===== config.mk =====
export PLATFORM = sky130hd
export DESIGN_NAME = asid_tlb_xlate
export DESIGN_NICKNAME = d
export VERILOG_FILES = /design/src/rtl/tlbx_pkg.sv /design/src/rtl/tlbx_ctrl.sv /design/src/rtl/tlbx_dp.sv /design/src/rtl/asid_tlb_xlate.sv
export SDC_FILE = /design/constraint.sdc
export NUM_CORES = 1
export LEC_CHECK = 0
export ABC_CLOCK_PERIOD_IN_PS = 10300
export BUFFER_PORTS_ARGS = -buffer_cell sky130_fd_sc_hd__buf_4
export CELL_PAD_IN_SITES_DETAIL_PLACEMENT = 1
export CELL_PAD_IN_SITES_GLOBAL_PLACEMENT = 2
export CORE_MARGIN = 5
export CORE_UTILIZATION = 44
export CTS_CLUSTER_SIZE = 10
export DETAILED_ROUTE_END_ITERATION = 6
export PLACE_DENSITY_LB_ADDON = 0.1
export SYNTH_ARGS = -nofsm -noshare
export SYNTH_HDL_FRONTEND = slang
export SYNTH_SLANG_ARGS = --single-unit

===== constraint.sdc =====
create_clock -name clk -period 10.3 [get_ports clk]
set_input_delay 2.575 -clock clk [delete_from_list [all_inputs] [get_ports clk]]
set_output_delay 2.575 -clock clk [all_outputs]
set_load 0.005 [all_outputs]

===== src/rtl/tlbx_pkg.sv =====
package tlbx_pkg;
  parameter int VA_W      = 32;
  parameter int PA_W      = 29;
  parameter int PAGE_BITS = 12;
  parameter int ASID_W    = 8;
  parameter int ENTRIES   = 16;

  localparam int VPN_W  = VA_W - PAGE_BITS;
  localparam int PPN_W  = PA_W - PAGE_BITS;
  localparam int IDX_W  = $clog2(ENTRIES);
  localparam int CNT_W  = IDX_W + 1;
  localparam int RGN_W  = VA_W - PA_W;

  typedef struct packed {
    logic              valid;
    logic [VPN_W-1:0]  vpn;
    logic [ASID_W-1:0] asid;
    logic              shared;
    logic [PPN_W-1:0]  ppn;
  } tlbEntry_t;

  typedef enum logic [1:0] {
    RGN_LOOKUP = 2'd0,
    RGN_FIXED  = 2'd1,
    RGN_RAW    = 2'd2
  } region_e;

  typedef struct packed {
    logic load;
    logic selTlb;
    logic selDirect;
    logic flagMiss;
    logic flagProt;
    logic flagMulti;
    logic flagRaw;
  } ctrlStrobe_t;
endpackage


===== src/rtl/tlbx_ctrl.sv =====
module tlbx_ctrl
  import tlbx_pkg::*;
(
  input  logic             reqValid,
  input  logic [RGN_W-1:0] vaddrTop,
  input  logic             lookupHit,
  input  logic             lookupMulti,
  input  logic             lookupProt,
  output ctrlStrobe_t      strb
);

  region_e region;

  always_comb begin
    unique casez (vaddrTop)
      3'b0??:  region = RGN_LOOKUP;
      3'b10?:  region = RGN_FIXED;
      3'b110:  region = RGN_LOOKUP;
      default: region = RGN_RAW;
    endcase
  end

  always_comb begin
    strb = '0;
    strb.load = reqValid;
    if (reqValid) begin
      unique case (region)
        RGN_LOOKUP: begin
          if (lookupMulti)     strb.flagMulti = 1'b1;
          else if (!lookupHit) strb.flagMiss  = 1'b1;
          else if (lookupProt) strb.flagProt  = 1'b1;
          else                 strb.selTlb    = 1'b1;
        end
        RGN_FIXED: strb.selDirect = 1'b1;
        default: begin
          strb.selDirect = 1'b1;
          strb.flagRaw   = 1'b1;
        end
      endcase
    end
  end

endmodule


===== src/rtl/tlbx_dp.sv =====
module tlbx_dp
  import tlbx_pkg::*;
(
  input  logic              clk,
  input  logic              rstN,
  input  logic [VA_W-1:0]   reqVaddr,
  input  logic              cfgWe,
  input  logic [ASID_W-1:0] cfgAsid,
  input  logic              cfgMulti,
  input  logic              entWe,
  input  logic [IDX_W-1:0]  entIdx,
  input  tlbEntry_t         entData,
  input  ctrlStrobe_t       strb,
  output logic              lookupHit,
  output logic              lookupMulti,
  output logic              lookupProt,
  output logic              rspValid,
  output logic [PA_W-1:0]   rspPaddr,
  output logic              rspMiss,
  output logic              rspProt,
  output logic              rspMulti,
  output logic              rspRaw
);

  tlbEntry_t         tbl [ENTRIES];
  logic [ASID_W-1:0] curAsid;
  logic              multiMode;

  logic [ENTRIES-1:0] hitVec;
  logic [ENTRIES-1:0] violVec;
  logic [CNT_W-1:0]   hitCnt;
  logic [PPN_W-1:0]   ppnSel;

  wire [VPN_W-1:0]     reqVpn = reqVaddr[VA_W-1:PAGE_BITS];
  wire [PAGE_BITS-1:0] reqOff = reqVaddr[PAGE_BITS-1:0];

  // configuration register
  always_ff @(posedge clk) begin
    if (!rstN) begin
      curAsid   <= '0;
      multiMode <= 1'b0;
    end else if (cfgWe) begin
      curAsid   <= cfgAsid;
      multiMode <= cfgMulti;
    end
  end

  // entry storage
  always_ff @(posedge clk) begin
    if (!rstN) begin
      for (int i = 0; i < ENTRIES; i++) tbl[i] <= '0;
    end else if (entWe) begin
      tbl[entIdx] <= entData;
    end
  end

  // per-entry comparators
  for (genvar g = 0; g < ENTRIES; g++) begin : gCmp
    logic vpnEq, asidEq, permit;
    assign vpnEq  = tbl[g].valid && (tbl[g].vpn == reqVpn);
    assign asidEq = (tbl[g].asid == curAsid);
    assign permit = multiMode ? (tbl[g].shared || asidEq) : 1'b1;
    assign hitVec[g]  = vpnEq && permit;
    assign violVec[g] = vpnEq && !multiMode && !tbl[g].shared && !asidEq;
  end

  always_comb begin
    hitCnt = '0;
    ppnSel = '0;
    for (int i = 0; i < ENTRIES; i++) begin
      hitCnt = hitCnt + CNT_W'(hitVec[i]);
      if (hitVec[i]) ppnSel = ppnSel | tbl[i].ppn;
    end
  end

  assign lookupHit   = |hitVec;
  assign lookupMulti = (hitCnt > CNT_W'(1));
  assign lookupProt  = |violVec;

  // response register
  always_ff @(posedge clk) begin
    if (!rstN) begin
      rspValid <= 1'b0;
      rspPaddr <= '0;
      rspMiss  <= 1'b0;
      rspProt  <= 1'b0;
      rspMulti <= 1'b0;
      rspRaw   <= 1'b0;
    end else begin
      rspValid <= strb.load;
      rspMiss  <= strb.flagMiss;
      rspProt  <= strb.flagProt;
      rspMulti <= strb.flagMulti;
      rspRaw   <= strb.flagRaw;
      if (strb.selTlb)         rspPaddr <= {ppnSel, reqOff};
      else if (strb.selDirect) rspPaddr <= reqVaddr[PA_W-1:0];
      else                     rspPaddr <= '0;
    end
  end

endmodule


===== src/rtl/asid_tlb_xlate.sv =====
module asid_tlb_xlate
  import tlbx_pkg::*;
(
  input  logic              clk,
  input  logic              rstN,
  input  logic              reqValid,
  input  logic [VA_W-1:0]   reqVaddr,
  input  logic              cfgWe,
  input  logic [ASID_W-1:0] cfgAsid,
  input  logic              cfgMulti,
  input  logic              entWe,
  input  logic [IDX_W-1:0]  entIdx,
  input  logic              entValid,
  input  logic [VPN_W-1:0]  entVpn,
  input  logic [ASID_W-1:0] entAsid,
  input  logic              entShared,
  input  logic [PPN_W-1:0]  entPpn,
  output logic              rspValid,
  output logic [PA_W-1:0]   rspPaddr,
  output logic              rspMiss,
  output logic              rspProt,
  output logic              rspMulti,
  output logic              rspRaw
);

  ctrlStrobe_t strb;
  tlbEntry_t   entData;
  logic        lookupHit, lookupMulti, lookupProt;

  assign entData = '{valid: entValid, vpn: entVpn, asid: entAsid,
                     shared: entShared, ppn: entPpn};

  tlbx_ctrl uCtrl (
    .reqValid   (reqValid),
    .vaddrTop   (reqVaddr[VA_W-1:PA_W]),
    .lookupHit  (lookupHit),
    .lookupMulti(lookupMulti),
    .lookupProt (lookupProt),
    .strb       (strb)
  );

  tlbx_dp uDp (
    .clk        (clk),
    .rstN       (rstN),
    .reqVaddr   (reqVaddr),
    .cfgWe      (cfgWe),
    .cfgAsid    (cfgAsid),
    .cfgMulti   (cfgMulti),
    .entWe      (entWe),
    .entIdx     (entIdx),
    .entData    (entData),
    .strb       (strb),
    .lookupHit  (lookupHit),
    .lookupMulti(lookupMulti),
    .lookupProt (lookupProt),
    .rspValid   (rspValid),
    .rspPaddr   (rspPaddr),
    .rspMiss    (rspMiss),
    .rspProt    (rspProt),
    .rspMulti   (rspMulti),
    .rspRaw     (rspRaw)
  );

endmodule


# Word level (Yosys, flattened, before mapping)
# Memory sizes are Yosys's and may differ from the RTL's.
# Cells that the tools add are included.
# word_totals
ff_bits	43
latchBits	0
ramBits	752
rom_bits	0
input_bits	97
output_inout_bits	34
mem_count	1
# memory_table
memory	words	word_bits	rd	rd_clocked_by_memory_dff	write_ports	line	rtl
uDp.tbl	16	47	16	0	16	tlbx_dp.sv:25	tlbEntry_t tbl [ENTRIES];
# classes
addsub	15
multipliers	0
div_mod_pow	0
n_lt_le_gt_ge	1
eq_ne	35
n_shift	0
muxes	55
n_bitwise	20
n_reduce_logical	139
# ops
operator	n
20-bit equality test	16
17-bit 2-to-1 mux	16
17-bit bitwise OR	15
8-bit equality test	16
1-bit logical AND	80
5-bit by 1-bit adder with 5-bit output	14
29-bit 2-to-1 mux	2
47-bit 2-to-1 mux	1
47-bit OR reduction	1
1-bit logical NOT	33
16-bit OR reduction	2
1-bit 2-to-1 mux	31
1-bit logical OR	16
6-bit 2-to-1 mux	1
5-bit by 1-bit greater-than comparator with 1-bit output, second input constant	1
1-bit inverter	5
5-bit OR reduction	1
4-bit 2-to-1 mux	1
2-bit case mux with 2 select lines	1
2-bit OR reduction	2
4-bit OR reduction	1
3-bit equality test, second input constant	1
3-bit 2-to-1 mux	1
3-bit AND reduction	1
other kinds (6)	6

# Logic depth before layout (Yosys ltp)
# An unclocked memory read counts as a cell.
# logic_depth
ltp_word	37
mapped_depth	24
ltp_nobuf	19

# Hierarchy
# From an unflattened synthesis, not the netlist that was laid out.
# unflattened
hier_cells	2929
hier_area_um2	38057.8
# modules_own_cells
module	instances	cells_per_inst	area_per_inst_um2
tlbx_dp	1	2917	37963.9
tlbx_ctrl	1	12	93.8

# Least setup slack after synthesis
# Ideal clock, no wire load.
# synth_timing
path_kind	in2reg
startpoint	input reqVaddr[20]
endpoint	register uDp.rspPaddr[18]
arrival_ns	8.500
t_required_ns	10.231
slack_ns	1.731
cell_stages	23
path_cell_list	buf_2 -> buf_4 -> xor2_1 -> nor4_1 -> nand4_1 -> nor4bb_1 -> buf_2 -> buf_2 -> ha_1 -> fa_1 -> inv_1 -> fa_1 -> fa_1 -> fa_1 -> inv_1 -> fa_1 -> fa_1 -> o21ai_0 -> nor4b_1 -> and3_1 -> o211ai_4 -> buf_6 -> o21ai_1
# synth_via
elab_chain_cells	35
# synth_rtl
element	line	rtl
start, declared	asid_tlb_xlate.sv:7	input logic [VA_W-1:0] reqVaddr,
branches (longest 34 deep; another with 5-bit by 1-bit adder with 5-bit output)	--	
29-bit 2-to-1 mux *	tlbx_dp.sv:95	if (strb.selTlb) rspPaddr <= {ppnSel, reqOff};
end signal, assigned	tlbx_dp.sv:95	
end signal, assigned	tlbx_dp.sv:96	else if (strb.selDirect) rspPaddr <= reqVaddr[PA_W-1:0];
end, declared	tlbx_dp.sv:18	output logic [PA_W-1:0] rspPaddr,
# Every way passes the cells marked *.
# A chain may end at the register's enable or synchronous reset.

# Final worst setup path
# layout_timing
startpoint	input reqVaddr[19]
endpoint	register uDp.rspPaddr[16]
# The elaborated chain is that of the path after synthesis.

==> impl_metrics.csv <==
group,metric,value,unit
grt,grt_use_met2,48.7,%
critical_path,critPathSlowestCell,"fa_1",
critical_path,critPathCaptureType,"flip-flop",
placed_design,dp_hpwl,85700,µm
sta,relSlewSlack,17.8,%
cts,cts_setup_buffers,0,
sta,min_period,8.59,ns
finish,drive_above_1_share,12.0,%
sta,worst_slack,1.71,ns
placed_design,pre_cts_slack,1.10,ns
grt,grt_max_degree,49,
sta,hold_violations,0,
power,power.share.clock,41.8,%
die,die-area,93200,µm²
grt,use_met3,4.73,%
synthesis,ys_seq_area_share,61.1,%
grt,antenna_found_initial,13,
critical_path,crit_family,"adder cells",
critical_path,path_class,"input port to flip-flop",
grt,grt_use_met1,41.2,%
cts,cts_sinks,795,
critical_path,r2r_slack,2.60,ns
die,io_pins,131,
cts,numCtsBuffers,95,
synthesis,async_flop_share,0,%
die,fp.dieH,305,µm
finish,final_cell_mix,"755 x and2_1, 752 x edfxtp_1, 333 x xor2_1",
die,core,86600,µm²
sta,finalSetupViolCount,0,
sta,fin_crit_sh,83.4,%
cts,clkSlewWorstSetupHoldPaths,0.06,ns
routing,ant_nets,0,
cts,cts_tree,"yes",
finish,fillers,8666,
power,netSwitchingPower,1890,µW
power,leakagePower,0.0153,µW
grt,grt_pass1_wl,197000,µm
min_path,hold_path.class,"flip-flop to flip-flop",
power,p_int,5700,µW
placed_design,io_buffers,130,
routing,drtPass1Iterations,5,
power,ir_drop,0.125,mV
placed_design,place_inst,4139,
synthesis,yosysUniqueCellTypes,54,
finish,final_nets,3195,
grt,grt_pass1_vias,26400,
power,seqPwrFrac,50.2,%
routing,num_vias,25200,
routing,wl,141000,µm
sta,fin_setup_tns,0,ns
routing,wl_per_cell,32.5,µm
critical_path,path_cells,"buf_4 > xor2_1 > nor4_1 > nand4_1 > nor4bb_4 > ha_1 > fa_1 > inv_1 > fa_1 > fa_1 > fa_1 > inv_1 > fa_1 > fa_1 > o21ai_0 > nor4b_1 > and3_1 > o211ai_4 > o21ai_0",
sta,drv_slew,0,
synthesis,synth-edff-count,752,
grt,grt_usage,29.4,%
critical_path,cp_common_cell,"fa_1",
routing,via_per_inst,5.83,
routing,drt_iter0_drc,2995,
cts,cts_hold_buf,0,
critical_path,start_kind,"input port",
synthesis,synth_top_area_share,58.9,%
sta,fmax,116,MHz
placed_design,place_congestion,0.901,
min_path,hold_depth,4,
cts,clk_path_buf_depth,3,
grt,top_usage_layer,"met2",
sta,rsz0062_at_grt,"false",
finish,final_util,50.1,%
finish,syn2layout_area_growth,13.1,%
job,max-cap-violations,0,
routing,drc_errors,0,
synthesis,yosys-top-cells-area,"edfxtp_1 59%, and2_1 12%, xor2_1 7.6%",
die,start_util,44.3,%
synthesis,synthesis.area,38400,µm²
critical_path,path_buf_inv,3,
critical_path,r2r_end,"uDp.rspPaddr[16]$_SDFF_PN0_",
synthesis,yosysWarnings,0,
cts,clk_latency,0.67,ns
die,rows,108,
finish,layout_commonest_cell,"and2_1",
critical_path,crit_arrival,9.16,ns
synthesis,syn_avg_cell_area,12.8,µm²
cts,clock-root-buffer,"clkbuf_16",
critical_path,r2r.worst_path.cells,19,
synthesis,synth_seq_cells,795,
finish,fin_cells,4317,
critical_path,r2r-start,"uDp.curAsid[6]$_SDFFE_PN0P_",
critical_path,crit_path_max_fanout,17,
synthesis,yosys_most_used_dff,"edfxtp_1",
run_status,status,"finished, final reports clean",
critical_path,cpPeakStageDelay,0.58,ns
grt,overflow,0,
synthesis,yosysTopAreaCell,"edfxtp_1",
cts,cts_resized,0,
min_path,worstHoldStart,"uDp.tbl[7][3]$_SDFFCE_PN0P_",
cts,htree_levels,3,
synthesis,synth_nets,3116,
sta,finalClockSkew,0.0364,ns
min_path,hold_end,"uDp.rspPaddr[15]$_SDFF_PN0_",
power,pwr-share-comb,8.0,%
sta,tightest_slew,1.23,ns
synthesis,syn_inst,3002,
die,chipWidth,305,µm
power,p_per_area,175,nW/µm²
critical_path,cp.required,10.87,ns
power,switching_share,24.9,%
## cells in the mapped netlist (2+ instances only)
cell,n
nor4bb_1,2
inv_1,31
or3b_1,4
nor3b_1,20
o21ai_0,21
and2_1,755
o32ai_1,6
nor3_1,45
nor3_4,3
nand3_1,8
buf_2,29
nor4_2,5
nand4_1,51
a21oi_1,6
nor4_1,149
nor4b_4,4
nor2b_1,13
nor4b_1,12
dfxtp_1,43
nand4b_1,8
ha_1,7
clkbuf_1,140
xnor2_1,115
mux2i_1,9
buf_6,24
a21oi_2,10
o211a_1,9
or3_1,5
a22oi_1,136
nand2_1,134
o211ai_1,8
nand3b_1,5
xor2_1,333
buf_4,19
nor4_4,5
fa_1,10
o21ai_1,17
nor2_1,27
nand2b_1,8
edfxtp_1,752
## state kept, by name, indices dropped and copies added (netlist names)
signal         cells
uDp.rspMulti       1
uDp.tbl          752
uDp.rspPaddr      29
uDp.rspProt        1
uDp.multiMode      1
uDp.curAsid        8
uDp.rspMiss        1
uDp.rspValid       1
uDp.rspRaw         1
## layout make-up
type / count / area, µm² / area share (%)
sequential: 795 / 23400 / 54.0
multi-input combinational: 1962 / 14000 / 32.3
clock buffer: 153 / 2680 / 6.17
timing repair buffer: 195 / 1460 / 3.37
tap: 1155 / 1450 / 3.33
clock inverter: 18 / 206 / 0.476
inverter: 32 / 120 / 0.277
antenna: 7 / 17.5 / 0.0404
## how the worst max path moves through the flow
stage                             from                     endpoint  slack (ns)  cells past startpoint
after global routing      reqVaddr[18]  uDp.rspPaddr[16]$_SDFF_PN0_        1.49                     19
final                     reqVaddr[19]  uDp.rspPaddr[16]$_SDFF_PN0_        1.71                     19
after detailed placement  reqVaddr[19]  uDp.rspPaddr[19]$_SDFF_PN0_        1.10                     19
after global placement    reqVaddr[19]  uDp.rspPaddr[16]$_SDFF_PN0_        1.07                     19
after CTS                 reqVaddr[19]  uDp.rspPaddr[16]$_SDFF_PN0_        1.76                     19
after floorplan           reqVaddr[20]  uDp.rspPaddr[18]$_SDFF_PN0_        1.73                     23
## metrics by stage
step | hold slack, ns | total power, µW | cell area (µm²)
6_report | 0.625 | 7580 | 43400
5_1_grt | 0.661 | 7820 | 43400
4_1_cts | 0.628 | 7640 | 43400
3_5_place_dp | 0.610 | 4480 | 40500
3_3_place_gp | 0.588 | 4460 | 40500
2_1_floorplan | 0.566 | 4190 | 38400
## power by group through the flow
stage                     clock network (µW)  registers, µW  logic (µW)
after floorplan                            0           3850         342
after global placement                     0           3870         592
after detailed placement                   0           3870         602
after CTS                               3220           3810         605
after global routing                    3360           3820         637
final                                   3170           3810         606
## metal layers
metal | part of all wire [%] | wire length [µm] | vias to the layer above
li1 | - | - | 10800
met1 | 43 | 59900 | 13200
met2 | 48 | 66800 | 1047
met3 | 7.7 | 10800 | 157
met4 | 2.2 | 3040 | 2
met5 | 0.0093 | 13 | -
## worst reg2reg max path: cells and delay by family (launching register included)
kind	cells	cell delay, ns
adders and majority gates	7	3.31
AOI/OAI and AO/OA	4	1.42
and+or+nand+nor	4	1.39
DFF	1	0.89
buffers and inverters	3	0.47
xor gates and xnor gates	1	0.14
## kinds of logic (layout without fill, tap and decap cells)
kind of cell,count (synthesis),in the layout,share of synthesized area (%)
and+or+nand+nor,1267,1267,20.3
DFF,795,795,61.1
xor gates and xnor gates,448,448,10.2
buffers and inverters,245,398,3.15
AOI/OAI and AO/OA,221,221,4.28
adders and majority gates,17,17,0.750
muxes,9,9,0.235
other,0,7,0
(Power assumes the default switching activity.)
